$ cat src/rtl/sdv_pkg.sv
package sdv_pkg;

  typedef enum logic [1:0] {
    RG_SAV = 2'd0,
    RG_ACT = 2'd1,
    RG_EAV = 2'd2,
    RG_HBL = 2'd3
  } region_e;

  localparam logic [7:0] BLANK_CHROMA = 8'h80;
  localparam logic [7:0] BLANK_LUMA   = 8'h10;
  localparam logic [7:0] CODE_LEAD    = 8'hFF;
  localparam logic [7:0] CODE_ZERO    = 8'h00;

  function automatic logic [7:0] trs_word(input logic f, input logic v, input logic h);
    logic [7:0] w;
    w = {1'b1, f, v, h, v ^ h, f ^ h, f ^ v, f ^ v ^ h};
    return w;
  endfunction

  function automatic logic [7:0] clip_sample(input logic [7:0] d);
    logic [7:0] r;
    r = d;
    if (d == 8'h00) r = 8'h01;
    if (d == 8'hFF) r = 8'hFE;
    return r;
  endfunction

endpackage

$ cat src/rtl/sdv_geom_shadow.sv
module sdv_geom_shadow #(
  parameter int CW = 12
) (
  input  logic          clk,
  input  logic          rst,
  input  logic          load,
  input  logic [CW-1:0] cfg_lines_total,
  input  logic [CW-1:0] cfg_f2_start,
  input  logic [CW-1:0] cfg_vblank,
  input  logic [CW-1:0] cfg_pix_total,
  input  logic [CW-1:0] cfg_pix_active,
  input  logic          cfg_interlace,
  input  logic [CW-1:0] cfg_irq_line,
  output logic [CW-1:0] s_lines_total,
  output logic [CW-1:0] s_f2_start,
  output logic [CW-1:0] s_vblank,
  output logic [CW-1:0] s_pix_total,
  output logic [CW-1:0] s_pix_active,
  output logic          s_interlace,
  output logic [CW-1:0] s_irq_line
);

  // Captured at reset and on the last byte of every field.
  always_ff @(posedge clk) begin
    if (rst || load) begin
      s_lines_total <= cfg_lines_total;
      s_f2_start    <= cfg_f2_start;
      s_vblank      <= cfg_vblank;
      s_pix_total   <= cfg_pix_total;
      s_pix_active  <= cfg_pix_active;
      s_interlace   <= cfg_interlace;
      s_irq_line    <= cfg_irq_line;
    end
  end

endmodule

$ cat src/rtl/sdv_raster.sv
module sdv_raster #(
  parameter int CW = 12,
  localparam int HW = CW + 1
) (
  input  logic          clk,
  input  logic          rst,
  input  logic [CW-1:0] s_lines_total,
  input  logic [CW-1:0] s_f2_start,
  input  logic [CW-1:0] s_vblank,
  input  logic [CW-1:0] s_pix_total,
  input  logic          s_interlace,
  output logic [HW-1:0] hc,
  output logic [CW-1:0] line,
  output logic          in_f2,
  output logic          vblank,
  output logic          field_end
);

  logic [HW-1:0] h_max;
  logic          h_last;
  logic          line_last;
  logic          f1_last;
  logic [CW-1:0] line_in_field;

  always_comb begin
    h_max     = {s_pix_total, 1'b0} - HW'(1);
    h_last    = (hc == h_max);
    line_last = (line == s_lines_total - CW'(1));
    f1_last   = s_interlace && (line == s_f2_start - CW'(1));
    field_end = h_last && (line_last || f1_last);
  end

  always_comb begin
    in_f2         = s_interlace && (line >= s_f2_start);
    line_in_field = in_f2 ? (line - s_f2_start) : line;
    vblank        = (line_in_field < s_vblank);
  end

  always_ff @(posedge clk) begin
    if (rst) begin
      hc   <= '0;
      line <= '0;
    end else if (h_last) begin
      hc   <= '0;
      line <= line_last ? '0 : line + CW'(1);
    end else begin
      hc   <= hc + HW'(1);
    end
  end

endmodule

$ cat src/rtl/sdv_byte_fmt.sv
module sdv_byte_fmt
  import sdv_pkg::*;
#(
  parameter int CW = 12,
  localparam int HW = CW + 1,
  localparam int XW = CW + 2
) (
  input  logic          clk,
  input  logic          rst,
  input  logic [HW-1:0] hc,
  input  logic [CW-1:0] line,
  input  logic          in_f2,
  input  logic          vblank,
  input  logic          field_end,
  input  logic [CW-1:0] s_pix_active,
  input  logic [CW-1:0] s_irq_line,
  input  logic          irq_field_en,
  input  logic          irq_line_en,
  input  logic [15:0]   pix_data,
  output logic          pix_req,
  output logic [7:0]    vo_data,
  output logic          vo_hsync,
  output logic          vo_fsync,
  output logic          irq_field,
  output logic          irq_line
);

  logic [XW-1:0] hx;
  logic [XW-1:0] act_end;
  logic [XW-1:0] eav_end;
  region_e       region;
  logic [1:0]    cidx;
  logic [7:0]    code_byte;
  logic [7:0]    blank_byte;
  logic [7:0]    luma_q;
  logic [7:0]    byte_d;

  always_comb begin
    hx      = XW'(hc);
    act_end = XW'({s_pix_active, 1'b0}) + XW'(4);
    eav_end = act_end + XW'(4);
    if (hx < XW'(4))         region = RG_SAV;
    else if (hx < act_end)   region = RG_ACT;
    else if (hx < eav_end)   region = RG_EAV;
    else                     region = RG_HBL;
  end

  always_comb begin
    cidx = (region == RG_EAV) ? (hx[1:0] - act_end[1:0]) : hx[1:0];
    case (cidx)
      2'd0:    code_byte = CODE_LEAD;
      2'd3:    code_byte = trs_word(in_f2, vblank, region == RG_EAV);
      default: code_byte = CODE_ZERO;
    endcase
    blank_byte = hx[0] ? BLANK_LUMA : BLANK_CHROMA;
  end

  // Active window starts at an even position, so hx[0] marks the luma slot.
  assign pix_req = (region == RG_ACT) && !vblank && !hx[0];

  always_ff @(posedge clk) begin
    if (rst)          luma_q <= BLANK_LUMA;
    else if (pix_req) luma_q <= pix_data[7:0];
  end

  always_comb begin
    case (region)
      RG_SAV, RG_EAV: byte_d = code_byte;
      RG_ACT: begin
        if (vblank)      byte_d = blank_byte;
        else if (hx[0])  byte_d = clip_sample(luma_q);
        else             byte_d = clip_sample(pix_data[15:8]);
      end
      default:        byte_d = blank_byte;
    endcase
  end

  always_ff @(posedge clk) begin
    if (rst) begin
      vo_data   <= BLANK_LUMA;
      vo_hsync  <= 1'b0;
      vo_fsync  <= 1'b0;
      irq_field <= 1'b0;
      irq_line  <= 1'b0;
    end else begin
      vo_data   <= byte_d;
      vo_hsync  <= (region == RG_EAV) || (region == RG_HBL);
      vo_fsync  <= (line == '0);
      irq_field <= irq_field_en && field_end;
      irq_line  <= irq_line_en && (line == s_irq_line) && (hc == '0);
    end
  end

endmodule

$ cat src/rtl/sdv_out_top.sv
module sdv_out_top #(
  parameter int CW = 12,
  localparam int HW = CW + 1
) (
  input  logic          clk,
  input  logic          rst,
  input  logic [CW-1:0] cfg_lines_total,
  input  logic [CW-1:0] cfg_f2_start,
  input  logic [CW-1:0] cfg_vblank,
  input  logic [CW-1:0] cfg_pix_total,
  input  logic [CW-1:0] cfg_pix_active,
  input  logic          cfg_interlace,
  input  logic [CW-1:0] cfg_irq_line,
  input  logic          irq_field_en,
  input  logic          irq_line_en,
  input  logic [15:0]   pix_data,
  output logic          pix_req,
  output logic [7:0]    vo_data,
  output logic          vo_hsync,
  output logic          vo_fsync,
  output logic          irq_field,
  output logic          irq_line
);

  logic [CW-1:0] s_lines_total, s_f2_start, s_vblank;
  logic [CW-1:0] s_pix_total, s_pix_active, s_irq_line;
  logic          s_interlace;
  logic [HW-1:0] hc;
  logic [CW-1:0] line;
  logic          in_f2, vblank, field_end;

  sdv_geom_shadow #(.CW(CW)) u_shadow (
    .clk(clk), .rst(rst), .load(field_end),
    .cfg_lines_total(cfg_lines_total), .cfg_f2_start(cfg_f2_start),
    .cfg_vblank(cfg_vblank), .cfg_pix_total(cfg_pix_total),
    .cfg_pix_active(cfg_pix_active), .cfg_interlace(cfg_interlace),
    .cfg_irq_line(cfg_irq_line),
    .s_lines_total(s_lines_total), .s_f2_start(s_f2_start),
    .s_vblank(s_vblank), .s_pix_total(s_pix_total),
    .s_pix_active(s_pix_active), .s_interlace(s_interlace),
    .s_irq_line(s_irq_line)
  );

  sdv_raster #(.CW(CW)) u_raster (
    .clk(clk), .rst(rst),
    .s_lines_total(s_lines_total), .s_f2_start(s_f2_start),
    .s_vblank(s_vblank), .s_pix_total(s_pix_total),
    .s_interlace(s_interlace),
    .hc(hc), .line(line), .in_f2(in_f2), .vblank(vblank),
    .field_end(field_end)
  );

  sdv_byte_fmt #(.CW(CW)) u_fmt (
    .clk(clk), .rst(rst), .hc(hc), .line(line), .in_f2(in_f2),
    .vblank(vblank), .field_end(field_end),
    .s_pix_active(s_pix_active), .s_irq_line(s_irq_line),
    .irq_field_en(irq_field_en), .irq_line_en(irq_line_en),
    .pix_data(pix_data), .pix_req(pix_req), .vo_data(vo_data),
    .vo_hsync(vo_hsync), .vo_fsync(vo_fsync),
    .irq_field(irq_field), .irq_line(irq_line)
  );

endmodule

$ cat config.mk
export PLATFORM = sky130hd
export DESIGN_NAME = sdv_out_top
export DESIGN_NICKNAME = d
export VERILOG_FILES = /design/src/rtl/sdv_pkg.sv /design/src/rtl/sdv_geom_shadow.sv /design/src/rtl/sdv_raster.sv /design/src/rtl/sdv_byte_fmt.sv /design/src/rtl/sdv_out_top.sv
export SDC_FILE = /design/constraint.sdc
export NUM_CORES = 1
export LEC_CHECK = 0
export ABC_AREA = 1
export BUFFER_PORTS_ARGS = -buffer_cell sky130_fd_sc_hd__clkbuf_2
export CELL_PAD_IN_SITES_DETAIL_PLACEMENT = 1
export CELL_PAD_IN_SITES_GLOBAL_PLACEMENT = 1
export CORE_ASPECT_RATIO = 0.75
export CORE_MARGIN = 10
export CORE_UTILIZATION = 35
export CTS_CLUSTER_SIZE = 40
export DETAILED_ROUTE_END_ITERATION = 7
export PLACE_DENSITY_LB_ADDON = 0.1
export SYNTH_ARGS = -nofsm -noshare
export SYNTH_HDL_FRONTEND = slang
export SYNTH_SLANG_ARGS = --single-unit
$ cat constraint.sdc
create_clock -name clk -period 6.78 [get_ports clk]
set_input_delay 1.017 -clock clk [delete_from_list [all_inputs] [get_ports clk]]
set_output_delay 1.017 -clock clk [all_outputs]
set_load 0.03 [all_outputs]
After elaboration in Yosys (flattened, before gate mapping)
Index checks and enable logic that the tools add are counted.

Register bits: 118. Input bits: 93. Output and inout port bits: 13. Word-level logic and storage cells: 79.

$add $sub $neg: 9. Magnitude comparators: 5. Equality and inequality tests: 10. Multiplexer cells: 15. Bitwise logic cells: 4. Reductions and logical operators: 21.

Operator list (number): 2-to-1 mux 8 bit (7); equality test 12 bit (3); one-hot mux 8 bit (2 select lines) (2); less-than comparator 13 x 14 -> 1 bit (2); 2-to-1 mux 12 bit (2); subtractor 12 x 1 -> 12 bit (second input constant) (2); equality test 8 bit (second input constant) (2); logical NOT 8 bit (2); adder 13 x 3 -> 14 bit (second input constant) (1); adder 14 x 3 -> 14 bit (second input constant) (1); adder 13 x 1 -> 13 bit (second input constant) (1); equality test 13 bit (1); logical NOT 13 bit (1); less-than comparator 13 x 3 -> 1 bit (second input constant) (1); subtractor 13 x 1 -> 13 bit (second input constant) (1); adder 12 x 1 -> 12 bit (second input constant) (1); greater-or-equal comparator 12 bit (1); logical NOT 12 bit (1); less-than comparator 12 bit (1); subtractor 12 bit (1); logical AND 1 bit (8); equality test 2 bit (second input constant) (3); 2-to-1 mux 2 bit (3); logical NOT 2 bit (2); 7 further kinds (14).

Longest topological paths before layout
Word-level depth: 11. Mapped depth: 29.

By module
Synthesis repeated with hierarchy kept, for this count alone.

Cells, all modules: 1070. Area total of the unflattened synthesis: 8257.9 um^2.

By module, submodules not included: sdv_raster (instances 1, cells each 652, area each 3739.8 um^2, seq. area each 500.5 um^2); sdv_byte_fmt (instances 1, cells each 342, area each 2314.7 um^2, seq. area each 400.4 um^2); sdv_geom_shadow (instances 1, cells each 76, area each 2203.4 um^2, seq. area each 2192.1 um^2).

Worst setup path after synthesis
Ideal clock, no wire load.

Path kind: register -> output. Start point: register u_raster.line[0]. End point: output port pix_req. Arrival time: 3.374 ns. Path slack: 2.389 ns. Cell stages (with the launch flop): 22. Buffers on the path: 2. Cell sequence: dfxtp_1 > inv_1 > ha_1 > inv_1 > fa_1 > nand3_1 > nand2_1 > nand3_1 > nand4_1 > nand2_1 > clkbuf_1 > clkbuf_1 > nand2_1 > o21ai_0 > ha_1 > a21oi_1 > nor2_1 > a211oi_1 > o221a_2 > nand2_1 > nand2_4 > nor2_8.

Cells in the longest elaborated chain, start to end: 7. Elaborated cells on any way between the ends: 8. Classes of those cells: add/sub: 1; order compare: 2; mux: 1; reduce/logical: 4.

Ends and longest elaborated chain: start, declared (line sdv_raster.sv:13) `output logic [CW-1:0] line,`; start signal, assigned (line sdv_raster.sv:45) `line <= line_last ? '0 : line + CW'(1);`; greater-or-equal comparator 12 bit (line sdv_raster.sv:34) `in_f2 = s_interlace && (line >= s_f2_start);`; logical AND 1 bit (line sdv_raster.sv:34); 2-to-1 mux 12 bit * (line sdv_raster.sv:35) `line_in_field = in_f2 ? (line - s_f2_start) : line;`; less-than comparator 12 bit * (line sdv_raster.sv:36) `vblank = (line_in_field < s_vblank);`; logical NOT 1 bit * (line sdv_byte_fmt.sv:59) `assign pix_req = (region == RG_ACT) && !vblank && !hx[0];`; logical AND 1 bit * (2 in series) (line sdv_byte_fmt.sv:59); end, declared (line sdv_out_top.sv:17) `output logic pix_req,`.

Every way passes the cells marked *; elsewhere a longest branch is shown, timed or not.

Final worst setup path
Same ends and word-level chain as after synthesis.

==> results.txt <==
Core Rows: 47
Avg Inst Size Synth: 8.26 um2
Clk Latency, worst-skew pair: 0.44 ns
# IOs: 106
R2r worst-path depth: 23
Clock-pin slew on the worst setup and hold paths: 0.06 ns
Syn Inst Count: 944
Antenna Nets Post-Route: 0
First-pass GRT wire length: 37200 um
Setup violators final: 0
CTS Buffer Depth: 2
Placer Congestion: 0.848
Critical Path End Type: primary output
Effective utilization at floorplan: 35.5%
Unrepaired setup endpoints after global routing: false
WS Path Type: flip-flop to primary output
Die area: 28700 um2
Port Buffer Count: 105
Tot GR Track Use: 16.6%
Cell Pwr Density: 218 nW/um2
Fin crit period: 5.89 ns
Setup_tns: 0 ns
Routed WL: 23200 um
CTS tree: done
N_diodes: 0
CTS H-Tree Depth: 4
CTS Root Cell: clkbuf_16
Max-cap viol count: 0
Final HPWL DP: 18100 um
Initial antenna violation count: 0
Largest net degree at the start of global routing: 74
Nets@finish: 1201
1st-iter DRT viols: 289
Async S/R FF share, synth: 0%
CTS Sinks: 118
Setup bufs post-CTS: 0
Die span in y: 149 um
Crit path required time: 5.76 ns
Post-cts sizing count: 0
Final Cycle Share: 86.9%
Pwr Total: 2.02 mW
Vias: 6521
Share of cells above drive strength 1: 16.7%
Area of the mapped netlist: 7800 um2
Number of global-route vias before repair: 6784
Area grow syn2layout: 18.9%
Final hold violations: 0
Sequential fraction of the synthesis area: 39.6%
Worst-Margin Slew: 1.05 ns
Residual DRC: 0
Vias per cell: 4.80
Max Fanout on Critical Path: 21
Hold path cells: 2
Final Skew: 0.0143 ns
Worst EP arrival: 4.87 ns
Grt total ovfl: 0
Final max-slew violation count: 0
Core ar.: 22000 um2
FMAX: 0.170 GHz
Leakage: 4.13 nW
Peak supply drop: 0.186 mV
Post-synth EDFFs: 73
Synth Flop Type: edfxtp_1
Total number of yosys warnings: 0
HP Class: flip-flop to flip-flop
Worst slew margin: 29.7%
TritonCTS buffer count: 17
Hold buffer count at cts: 0
WL/cell: 17.0 um
Startpoint types: flip-flop
Netlist cell types: 50
DRT Pass-1 Iters: 6
Outcome: completed
Die X: 192 um
#FFs+latches synth: 118
Post-Syn Nets: 1093
cells by family (layout without fill, tap and decap cells):
family                   Yosys count  in the layout  share of synthesized area (%)
buffers and inverters            156            277                           7.65
AND/OR/NAND/NOR                  406            406                           24.1
flip-flops                       118            118                           39.6
AO/OA/AOI/OAI                    112            112                           8.69
XOR/XNOR                          96             96                           10.9
adder cells (fa/ha/maj)           56             56                           9.08
final timing paths:
check | startpoint | to | slack [ns]
max | u_raster.line[0]$_SDFFE_PP0P_ | pix_req | 0.89
min | u_fmt.luma_q[1]$_SDFFE_PP0P_ | u_fmt.luma_q[1]$_SDFFE_PP0P_ | 0.49
max reg2reg | u_raster.line[0]$_SDFFE_PP0P_ | u_fmt.luma_q[0]$_SDFFE_PP0P_ | 2.05
min reg2reg | u_fmt.luma_q[1]$_SDFFE_PP0P_ | u_fmt.luma_q[1]$_SDFFE_PP0P_ | 0.49
power breakdown:
part / internal [mW] / switching [mW]
clock network: 0.636 / 0.353
logic: 0.0780 / 0.128
registers: 0.799 / 0.0239
metal layers:
metal	track usage [%]	routed length [um]
met5	0	0
met4	4.06	168
met3	4.67	1210
met2	22.2	8870
met1	25.2	12900
worst max-delay path, stage by stage (launching register included):
cell and delay, ns:
dfxtp_1 0.38, inv_1 0.17, ha_1 0.19, inv_1 0.06, fa_1 0.40, nand3_1 0.14, nand2_1 0.13, nand3_1 0.10
nand4_1 0.11, nand2_1 0.51, clkinv_1 0.43, o21ai_0 0.25, inv_1 0.07, ha_1 0.31, nand4_1 0.12, o221a_2 0.29
nand2_1 0.28, nand2_4 0.12, nor2_8 0.15, clkbuf_2 0.23
placed cells by master (no fill, tap or decap), drive strengths merged, types with 25 or more instances in the layout:
| master | instances |
|---|---|
| clkbuf | 126 |
| nand4 | 26 |
| nand3 | 47 |
| nand2 | 179 |
| a21oi | 47 |
| dfxtp | 45 |
| o21ai | 34 |
| ha | 55 |
| edfxtp | 73 |
| nor2 | 93 |
| nor3 | 25 |
| inv | 138 |
| xor2 | 72 |
flip-flops by register name (all words and copies together) (netlist names):
name and flops:
u_fmt.irq_field 1, u_raster.line 12, u_shadow.s_interlace 1, u_shadow.s_vblank 12, u_shadow.s_lines_total 12, u_fmt.vo_data 8
u_shadow.s_f2_start 12, u_fmt.vo_fsync 1, u_fmt.luma_q 8, u_fmt.vo_hsync 1, u_raster.hc 13, u_fmt.irq_line 1
u_shadow.s_pix_total 12, u_shadow.s_pix_active 12, u_shadow.s_irq_line 12
final cells by class:
type / count / area [um2]
Clock inverter: 11 / 171
Multi-Input combinational cell: 670 / 4120
Inverter: 137 / 514
Clock buffer: 21 / 460
Tap cell: 294 / 368
Timing Repair Buffer: 108 / 548
Sequential cell: 118 / 3090
Fill cell: 2675 / 12700
Yosys cell counts, types with 2 or more instances:
library cell  instances  area (um2)
a211oi_1              2        15.0
a21oi_1              42         210
a21oi_2               5        43.8
a221oi_1              6        52.6
a31oi_1               3        18.8
and3_1                2        12.5
buf_2                 3        15.0
clkbuf_1             15        56.3
dfxtp_1              45         901
edfxtp_1             73        2190
ha_1                 55         688
inv_1               131         492
inv_2                 5        18.8
nand2_1             176         661
nand2_4               2        22.5
nand3_1              45         225
nand3_2               2        20.0
nand3b_1              3        22.5
nand4_1              26         163
nor2_1               89         334
nor2_2                2        12.5
nor2_8                2        40.0
nor3_1               21         105
nor3_2                3        30.0
nor3b_1               8        60.1
nor4_1               11        68.8
o211ai_1              7        52.6
o21ai_0              24         120
o21ai_1               7        35.0
o21ai_2               3        26.3
o21bai_1              4        30.0
o31ai_1               2        15.0
or2_2                10        62.6
xnor2_1              24         210
xor2_1               71         622
through the flow:
stage               cell area (um2)  setup WS, ns  hold slack, ns  util [%]  instances
detailed placement             8640          1.41           0.472      39.3       1327
CTS                            9270         0.909           0.481      42.2       1359
global route                   9270         0.403           0.521      42.2       1359
finish                         9270         0.890           0.485      42.2       1359
global placement               8640          1.54           0.475      39.3       1327
floorplan                      7800          2.39           0.452         -        944
(Power assumes the default switching activity.)
